File: config.mk
export PLATFORM = sky130hd
export DESIGN_NAME = pdg_top
export DESIGN_NICKNAME = d
export VERILOG_FILES = /design/src/rtl/pdg_pkg.sv /design/src/rtl/pdg_en_sync.sv /design/src/rtl/pdg_psc.sv /design/src/rtl/pdg_ndiv.sv /design/src/rtl/pdg_top.sv
export SDC_FILE = /design/constraint.sdc
export NUM_CORES = 1
export LEC_CHECK = 0
export BUFFER_PORTS_ARGS = -buffer_cell sky130_fd_sc_hd__buf_4
export CELL_PAD_IN_SITES_DETAIL_PLACEMENT = 2
export CELL_PAD_IN_SITES_GLOBAL_PLACEMENT = 2
export CORE_UTILIZATION = 36
export CTS_BUF_LIST = sky130_fd_sc_hd__clkbuf_8
export DETAILED_ROUTE_END_ITERATION = 8
export GPL_ROUTABILITY_DRIVEN = 0
export PLACE_DENSITY_LB_ADDON = 0.1
export SLEW_MARGIN = 10
export SYNTH_ARGS = -nofsm -noshare
export SYNTH_HDL_FRONTEND = slang
export SYNTH_SLANG_ARGS = --single-unit
export TNS_END_PERCENT = 30
File: constraint.sdc
create_clock -name clk -period 2.9 [get_ports clk]
set_clock_uncertainty 0.15 [all_clocks]
set_input_delay 0.58 -clock clk [delete_from_list [all_inputs] [get_ports clk]]
set_output_delay 0.58 -clock clk [all_outputs]
set_load 0.01 [all_outputs]
File: src/rtl/pdg_pkg.sv
package pdg_pkg;
  localparam int unsigned CODE_W  = 9;
  localparam int unsigned RATIO_W = 3;

  typedef struct packed {
    logic [CODE_W-1:0] code;
    logic              psc_half;
    logic              psc_skip;
    logic              full_skip;
    logic              ext_ref;
  } cfg_t;

  // prescale actually applied in divided mode: 1, 2 or 4
  function automatic logic [RATIO_W-1:0] psc_ratio(cfg_t c);
    if (c.ext_ref || c.psc_skip) return RATIO_W'(1);
    else if (c.psc_half)         return RATIO_W'(2);
    else                         return RATIO_W'(4);
  endfunction
endpackage

File: src/rtl/pdg_en_sync.sv
module pdg_en_sync #(
  parameter int unsigned STAGES = 2
) (
  input  logic clk,
  input  logic rst_n,
  input  logic en_async,
  output logic en_s
);
  logic [STAGES-1:0] sh;

  always_ff @(posedge clk or negedge rst_n) begin
    if (!rst_n) sh <= '0;
    else        sh <= {sh[STAGES-2:0], en_async};
  end

  assign en_s = sh[STAGES-1];
endmodule

File: src/rtl/pdg_psc.sv
module pdg_psc #(
  parameter int unsigned RATIO_W = 3
) (
  input  logic               clk,
  input  logic               rst_n,
  input  logic               run,
  input  logic [RATIO_W-1:0] ratio,
  output logic               tick
);
  localparam int unsigned CW = RATIO_W - 1;

  logic [CW-1:0] pcnt;
  logic [CW-1:0] plast;

  assign plast = CW'(ratio - 1'b1);

  // while held, park on the last count so the first running edge ticks
  always_ff @(posedge clk or negedge rst_n) begin
    if (!rst_n)              pcnt <= '0;
    else if (!run)           pcnt <= plast;
    else if (pcnt == plast)  pcnt <= '0;
    else                     pcnt <= pcnt + 1'b1;
  end

  assign tick = run && (pcnt == plast);


  psc_range_chk: assert property (@(posedge clk) disable iff (!rst_n)
    pcnt <= plast);
endmodule

File: src/rtl/pdg_ndiv.sv
module pdg_ndiv #(
  parameter int unsigned CODE_W = 9
) (
  input  logic              clk,
  input  logic              rst_n,
  input  logic              run,
  input  logic              tick,
  input  logic [CODE_W-1:0] code,
  output logic              div_out
);
  localparam int unsigned DW = CODE_W + 1;

  logic [DW-1:0] nlast, half, cnt, cnt_nx;

  assign nlast = DW'(code) + DW'(1);
  assign half  = (DW'(code) + DW'(2)) >> 1;

  always_comb cnt_nx = (cnt == nlast) ? '0 : cnt + 1'b1;

  always_ff @(posedge clk or negedge rst_n) begin
    if (!rst_n) begin
      cnt     <= '0;
      div_out <= 1'b0;
    end else if (!run) begin
      cnt     <= nlast;
      div_out <= 1'b0;
    end else if (tick) begin
      cnt     <= cnt_nx;
      div_out <= (cnt_nx < half);
    end
  end


  cnt_range_chk: assert property (@(posedge clk) disable iff (!rst_n)
    cnt <= nlast);

  rise_at_start_chk: assert property (@(posedge clk) disable iff (!rst_n)
    $rose(div_out) |-> (cnt == '0));
endmodule

File: src/rtl/pdg_top.sv
module pdg_top
  import pdg_pkg::*;
#(
  parameter int unsigned SYNC_STAGES = 2
) (
  input  logic              clk,
  input  logic              rst_n,
  input  logic              en,
  input  logic [CODE_W-1:0] div_code,
  input  logic              psc_half,
  input  logic              psc_skip,
  input  logic              full_skip,
  input  logic              ext_ref,
  output logic              clk_out
);
  cfg_t cfg_q;
  logic en_s, run, tick, div_out, gate_q;

  // configuration sampled only while reset is held
  always_ff @(posedge clk) begin
    if (!rst_n) cfg_q <= '{code: div_code, psc_half: psc_half, psc_skip: psc_skip,
                           full_skip: full_skip, ext_ref: ext_ref};
  end

  pdg_en_sync #(.STAGES(SYNC_STAGES)) u_sync (
    .clk(clk), .rst_n(rst_n), .en_async(en), .en_s(en_s));

  // keep running while enabled, or until a started high phase ends
  assign run = !cfg_q.full_skip && (en_s || div_out);

  pdg_psc #(.RATIO_W(RATIO_W)) u_psc (
    .clk(clk), .rst_n(rst_n), .run(run), .ratio(psc_ratio(cfg_q)), .tick(tick));

  pdg_ndiv #(.CODE_W(CODE_W)) u_ndiv (
    .clk(clk), .rst_n(rst_n), .run(run), .tick(tick), .code(cfg_q.code),
    .div_out(div_out));

  // bypass gate changes only while clk is low, so no runt pulse
  always_ff @(negedge clk or negedge rst_n) begin
    if (!rst_n) gate_q <= 1'b0;
    else        gate_q <= en_s && cfg_q.full_skip;
  end

  assign clk_out = cfg_q.full_skip ? (clk & gate_q) : div_out;


  held_low_chk: assert property (@(posedge clk) disable iff (!rst_n)
    (!en_s && !div_out) |=> !div_out);

  cfg_hold_chk: assert property (@(posedge clk) disable iff (!rst_n)
    $stable(cfg_q));

  no_trunc_chk: assert property (@(posedge clk) disable iff (!rst_n)
    $fell(div_out) |-> $past(run));
endmodule

**Word level (Yosys, flattened, before mapping)**

Index checks and enable logic that the tools add are counted.

- Flip-flop bits (word level): 29
- Input bits: 16
- Output and inout port bits: 1
- Word-level logic and storage cells: 36

- Add/subtract/negate cells: 5
- Order comparisons: 1
- Equality and inequality tests: 3
- Mux-type cells: 10
- Bitwise operators: 1
- Reductions and logical operators: 6

Operators with widths:

| kind | number |
|---|---|
| 2-to-1 mux 10 bit | 3 |
| adder 10 x 1 -> 10 bit, second input constant | 1 |
| adder 9 x 1 -> 10 bit, second input constant | 1 |
| adder 9 x 2 -> 10 bit, second input constant | 1 |
| == test 10 bit | 1 |
| < comparator 10 x 9 -> 1 bit | 1 |
| 2-to-1 mux 2 bit | 4 |
| logical AND 1 bit | 3 |
| 2-to-1 mux 1 bit | 3 |
| adder 2 x 1 -> 2 bit, second input constant | 1 |
| == test 2 bit | 1 |
| logical OR 1 bit | 2 |
| != test 2 bit, second input constant | 1 |
| subtractor 2 x 1 -> 2 bit, second input constant | 1 |
| AND 1 bit | 1 |
| logical NOT 1 bit | 1 |

**Depth between registers and ports, before layout**

- Depth in word-level cells: 7
- Gate-level depth with buffers: 14

**By module**

A second synthesis with hierarchy kept.

- Cells, all modules: 264
- Area total of the unflattened synthesis: 2311.0 um^2

By module, submodules not included:

| module | times used | cells each | area each (um^2) | seq. area each (um^2) |
|---|---|---|---|---|
| pdg_ndiv | 1 | 223 | 1656.6 | 275.3 |
| pdg_top | 1 | 25 | 471.7 | 415.4 |
| pdg_psc | 1 | 14 | 132.6 | 50.0 |
| pdg_en_sync | 1 | 2 | 50.0 | 50.0 |

==> flow_summary.rst <==
.. list-table::
   :header-rows: 1

   * - Metric
     - Value
   * - Most frequent cells in the layout
     - 66 x sky130_fd_sc_hd__buf_4, 16 x sky130_fd_sc_hd__xnor2_1, 15 x sky130_fd_sc_hd__nor2_1, 15 x sky130_fd_sc_hd__dfrtp_1, 13 x sky130_fd_sc_hd__edfxtp_1
   * - Cell at the slowest stage of the critical path
     - sky130_fd_sc_hd__edfxtp_1
   * - Worst Setup Start Kind
     - register
   * - Synthesized net count
     - 245
   * - Element type at the critical path end
     - register
   * - Avg Synthesized Cell Area
     - 9.883 um^2
   * - Classification of the worst setup path
     - register to register
   * - Number of unique standard cell types used by synthesis
     - 48
   * - Max-cap violations
     - 0
   * - Post-route DRC
     - 0
   * - Antenna violations before repair
     - 0
   * - Core Region
     - 5642 um^2
   * - TritonCTS clock tree
     - done
   * - Max_slew headroom
     - 38.39%
   * - Count of placed standard cells in the final layout, fillers left out
     - 351
   * - Slowest stage delay, CP
     - 0.47 ns
   * - Most used flip-flop cell after synthesis
     - sky130_fd_sc_hd__dfrtp_1
   * - DRT iter0 DRCs
     - 141
   * - Cell area power density
     - 570.2 nW/um^2
   * - Cell taking the most area after synthesis
     - sky130_fd_sc_hd__edfxtp_1
   * - Number of antenna diodes
     - 0
   * - #FFs+latches synth
     - 29
   * - Synthesized netlist cell count
     - 218
   * - Number of vias after detailed routing
     - 2075
   * - Data required time of the critical path
     - 3.01 ns
   * - Share of flip-flops with an asynchronous set or reset
     - 55.17%
   * - Setup repair after global routing missed its margin
     - true
   * - Path type of the worst min-delay path
     - primary input to register
   * - Horizontal die dimension
     - 79.36 um
   * - Worst slack after detailed placement
     - -0.5485 ns
   * - Count of endpoints failing setup in the final report
     - 3
   * - Cells along the critical path
     - ha_4 -> nand2_8 -> xor2_2 -> a2111oi_2 -> and4b_1 -> and2_4 -> nor2_2 -> ha_1 -> nand3_2 -> nor4_4 -> o21ai_1 -> a31oi_1 -> o32ai_1
   * - Count of nets after finishing
     - 305
   * - Min cycle time layout
     - 3.427 ns
   * - Setup WS post-layout
     - -0.5269 ns
   * - Biggest area contributors in the synthesized netlist
     - sky130_fd_sc_hd__edfxtp_1 18%, sky130_fd_sc_hd__dfrtp_1 17%, sky130_fd_sc_hd__xnor2_1 7.3%
   * - Final worst-path cycle share
     - 118.2%
   * - Number of enable-type register cells in the synthesized netlist
     - 13
   * - Commonest non-fill, non-tap cell in the layout
     - sky130_fd_sc_hd__buf_4
   * - Fillcell total
     - 582
   * - # placed instances
     - 333
   * - Layout-stage area growth over the synthesis result
     - 37.40%
   * - Timing-limited maximum frequency
     - 0.2918 GHz
   * - Static leakage power
     - 1.213 nW
   * - Overall global routing resource usage
     - 27.61%
   * - Standard-cell row count
     - 27
   * - I/O pin count
     - 17
   * - Detailed placement HPWL
     - 5744 um
   * - Detail-routed net length per standard cell
     - 25.74 um
   * - Worst-case vdd ir drop
     - 272.4 uV
   * - Status
     - finished with violations
   * - Clock latency on the worst-skew pair
     - 0.40 ns
   * - Overflow after GRT
     - 0
   * - First-pass GRT wire length
     - 12230 um
   * - Initial core utilization
     - 38.19%
   * - Vertical extent of the die
     - 79.36 um
   * - Clock slew at reported path FFs
     - 0.07 ns
   * - Buffers on Ports
     - 16
   * - Number of pins exceeding their max-slew limit in the final report
     - 0
   * - Via count of the first global-routing pass
     - 2239
   * - Final WL
     - 9035 um
   * - Actual transition at the worst max-transition pin
     - 0.9199 ns
   * - Sequential element share of the synthesized area
     - 36.70%
   * - Number of warning messages in the yosys log
     - 0
   * - Pin count of the biggest net entering global routing
     - 28
   * - Worst Path Max Fanout
     - 8
   * - Synthesized cell area
     - 2155 um^2
   * - Area of the die
     - 6298 um^2
   * - Post-route antenna net violation count
     - 0
   * - Share of layout cells above drive strength 1
     - 38.35%
   * - Number of failing hold endpoints at the final stage
     - 0
   * - Vias per std cell
     - 5.912
   * - Failing checks
     - setup timing
   * - Worst endpoint data arrival time
     - 3.54 ns
   * - Fraction of post-synthesis cell area in the top cell type by area
     - 18.12%
   * - Detailed-routing iteration count for the pre-antenna-repair pass
     - 4
[sequential cells by signal (all words and copies together) (netlist names)]
name            cells
cfg_q              13
gate_q              1
u_ndiv.cnt         10
u_ndiv.div_out      1
u_psc.pcnt          2
u_sync.sh           2
[area by class of cell]
class	instances	area (um^2)	share of cell area [%]
clock buffers	9	117.6	3.973
clock inverters	3	12.51	0.4227
inverters	5	18.77	0.6340
multi-input cells	166	1421	48.01
flip-flops and latches	29	790.8	26.71
well taps	72	90.09	3.043
repair buffers	67	509.2	17.20
[power breakdown]
group	total, mW	internal (mW)	switching [mW]
Sequential	0.554	0.481	0.0729
Combinational	0.692	0.307	0.385
Clock	0.442	0.253	0.188
Total	1.69	1.04	0.646
[per-stage QoR]
step | hold WS [ns] | utilization [%] | setup TNS (ns) | cell area [um^2] | power (mW)
floorplan | 0.1344 | - | -0.08345 | 2176 | 0.8800
global placement | 0.1840 | 46.68 | -0.2464 | 2634 | 1.081
detailed placement | 0.1878 | 46.68 | -0.5485 | 2634 | 1.130
CTS | 0.1450 | 49.57 | -0.7628 | 2796 | 1.587
global route | 0.1353 | 52.47 | -1.176 | 2960 | 1.757
finish | 0.1413 | 52.47 | -0.9412 | 2960 | 1.688
[what timing repair did]
| action | in CTS | in global routing |
|---|---|---|
| hold buffers | 1 | 0 |
| gates resized for setup | 9 | 20 |
| setup endpoints to repair | 3 | 3 |
| endpoints found under the hold margin | 15 | 0 |
| pin swaps | 0 | 13 |
| buffers inserted | 0 | 6 |
[per-layer routing]
| layer | global-route usage, % | wire, um | vias to the layer above |
|---|---|---|---|
| met5 | 0 | 0 | - |
| met4 | 10.73 | 339 | 0 |
| met3 | 6.092 | 428 | 24 |
| met2 | 49.66 | 4850 | 76 |
| met1 | 31.54 | 3417 | 1055 |
| li1 | - | - | 920 |
[critical path, delay by kind of cell, from the launching register on]
family,cells,cell delay [ns]
flip-flops,1,0.47
XOR/XNOR,1,0.16
AO/OA/AOI/OAI,4,0.83
AND/OR/NAND/NOR,6,1.16
adder cells (fa/ha/maj),2,0.53
[logic make-up (layout without fill, tap and decap cells)]
group,Yosys count,in the layout,share of synthesized area [%]
DFF,29,29,36.70
adders and majority gates,11,11,6.388
xor gates and xnor gates,33,33,14.69
and+or+nand+nor,83,83,23.06
AOI/OAI and AO/OA,39,39,14.11
buffers and inverters,23,84,5.052
[synthesized netlist by cell type (3+ instances only)]
| cell type | number |
|---|---|
| sky130_fd_sc_hd__a211oi_1 | 8 |
| sky130_fd_sc_hd__or3_1 | 5 |
| sky130_fd_sc_hd__nand3_1 | 9 |
| sky130_fd_sc_hd__xnor2_1 | 18 |
| sky130_fd_sc_hd__ha_1 | 11 |
| sky130_fd_sc_hd__nor3_1 | 4 |
| sky130_fd_sc_hd__a21oi_1 | 4 |
| sky130_fd_sc_hd__clkbuf_1 | 9 |
| sky130_fd_sc_hd__a31oi_1 | 3 |
| sky130_fd_sc_hd__nand2_1 | 10 |
| sky130_fd_sc_hd__nor2_1 | 19 |
| sky130_fd_sc_hd__xor2_1 | 13 |
| sky130_fd_sc_hd__inv_1 | 5 |
| sky130_fd_sc_hd__dfrtp_1 | 15 |
| sky130_fd_sc_hd__nand4_1 | 8 |
| sky130_fd_sc_hd__o31ai_1 | 3 |
| sky130_fd_sc_hd__edfxtp_1 | 13 |
| sky130_fd_sc_hd__nand3b_1 | 3 |
| sky130_fd_sc_hd__and3_1 | 6 |
| sky130_fd_sc_hd__buf_2 | 5 |
| sky130_fd_sc_hd__o311ai_0 | 5 |
| sky130_fd_sc_hd__o21ai_0 | 7 |
[path summary, 6_finish.rpt]
| path | from | to | slack, ns | cells past startpoint |
|---|---|---|---|---|
| min reg2reg | u_sync.sh[0] | u_sync.sh[1] | 0.23 | 0 |
| min in group asynchronous | rst_n | u_ndiv.cnt[6] | 0.44 | 2 |
| max | cfg_q[5] | u_ndiv.div_out | -0.53 | 13 |
| max reg2reg | cfg_q[5] | u_ndiv.div_out | -0.53 | 13 |
| max in group asynchronous | rst_n | gate_q | 0.60 | 2 |
| min | en | u_sync.sh[0] | 0.14 | 1 |
Note: power is estimated with default switching activity, not from simulation.
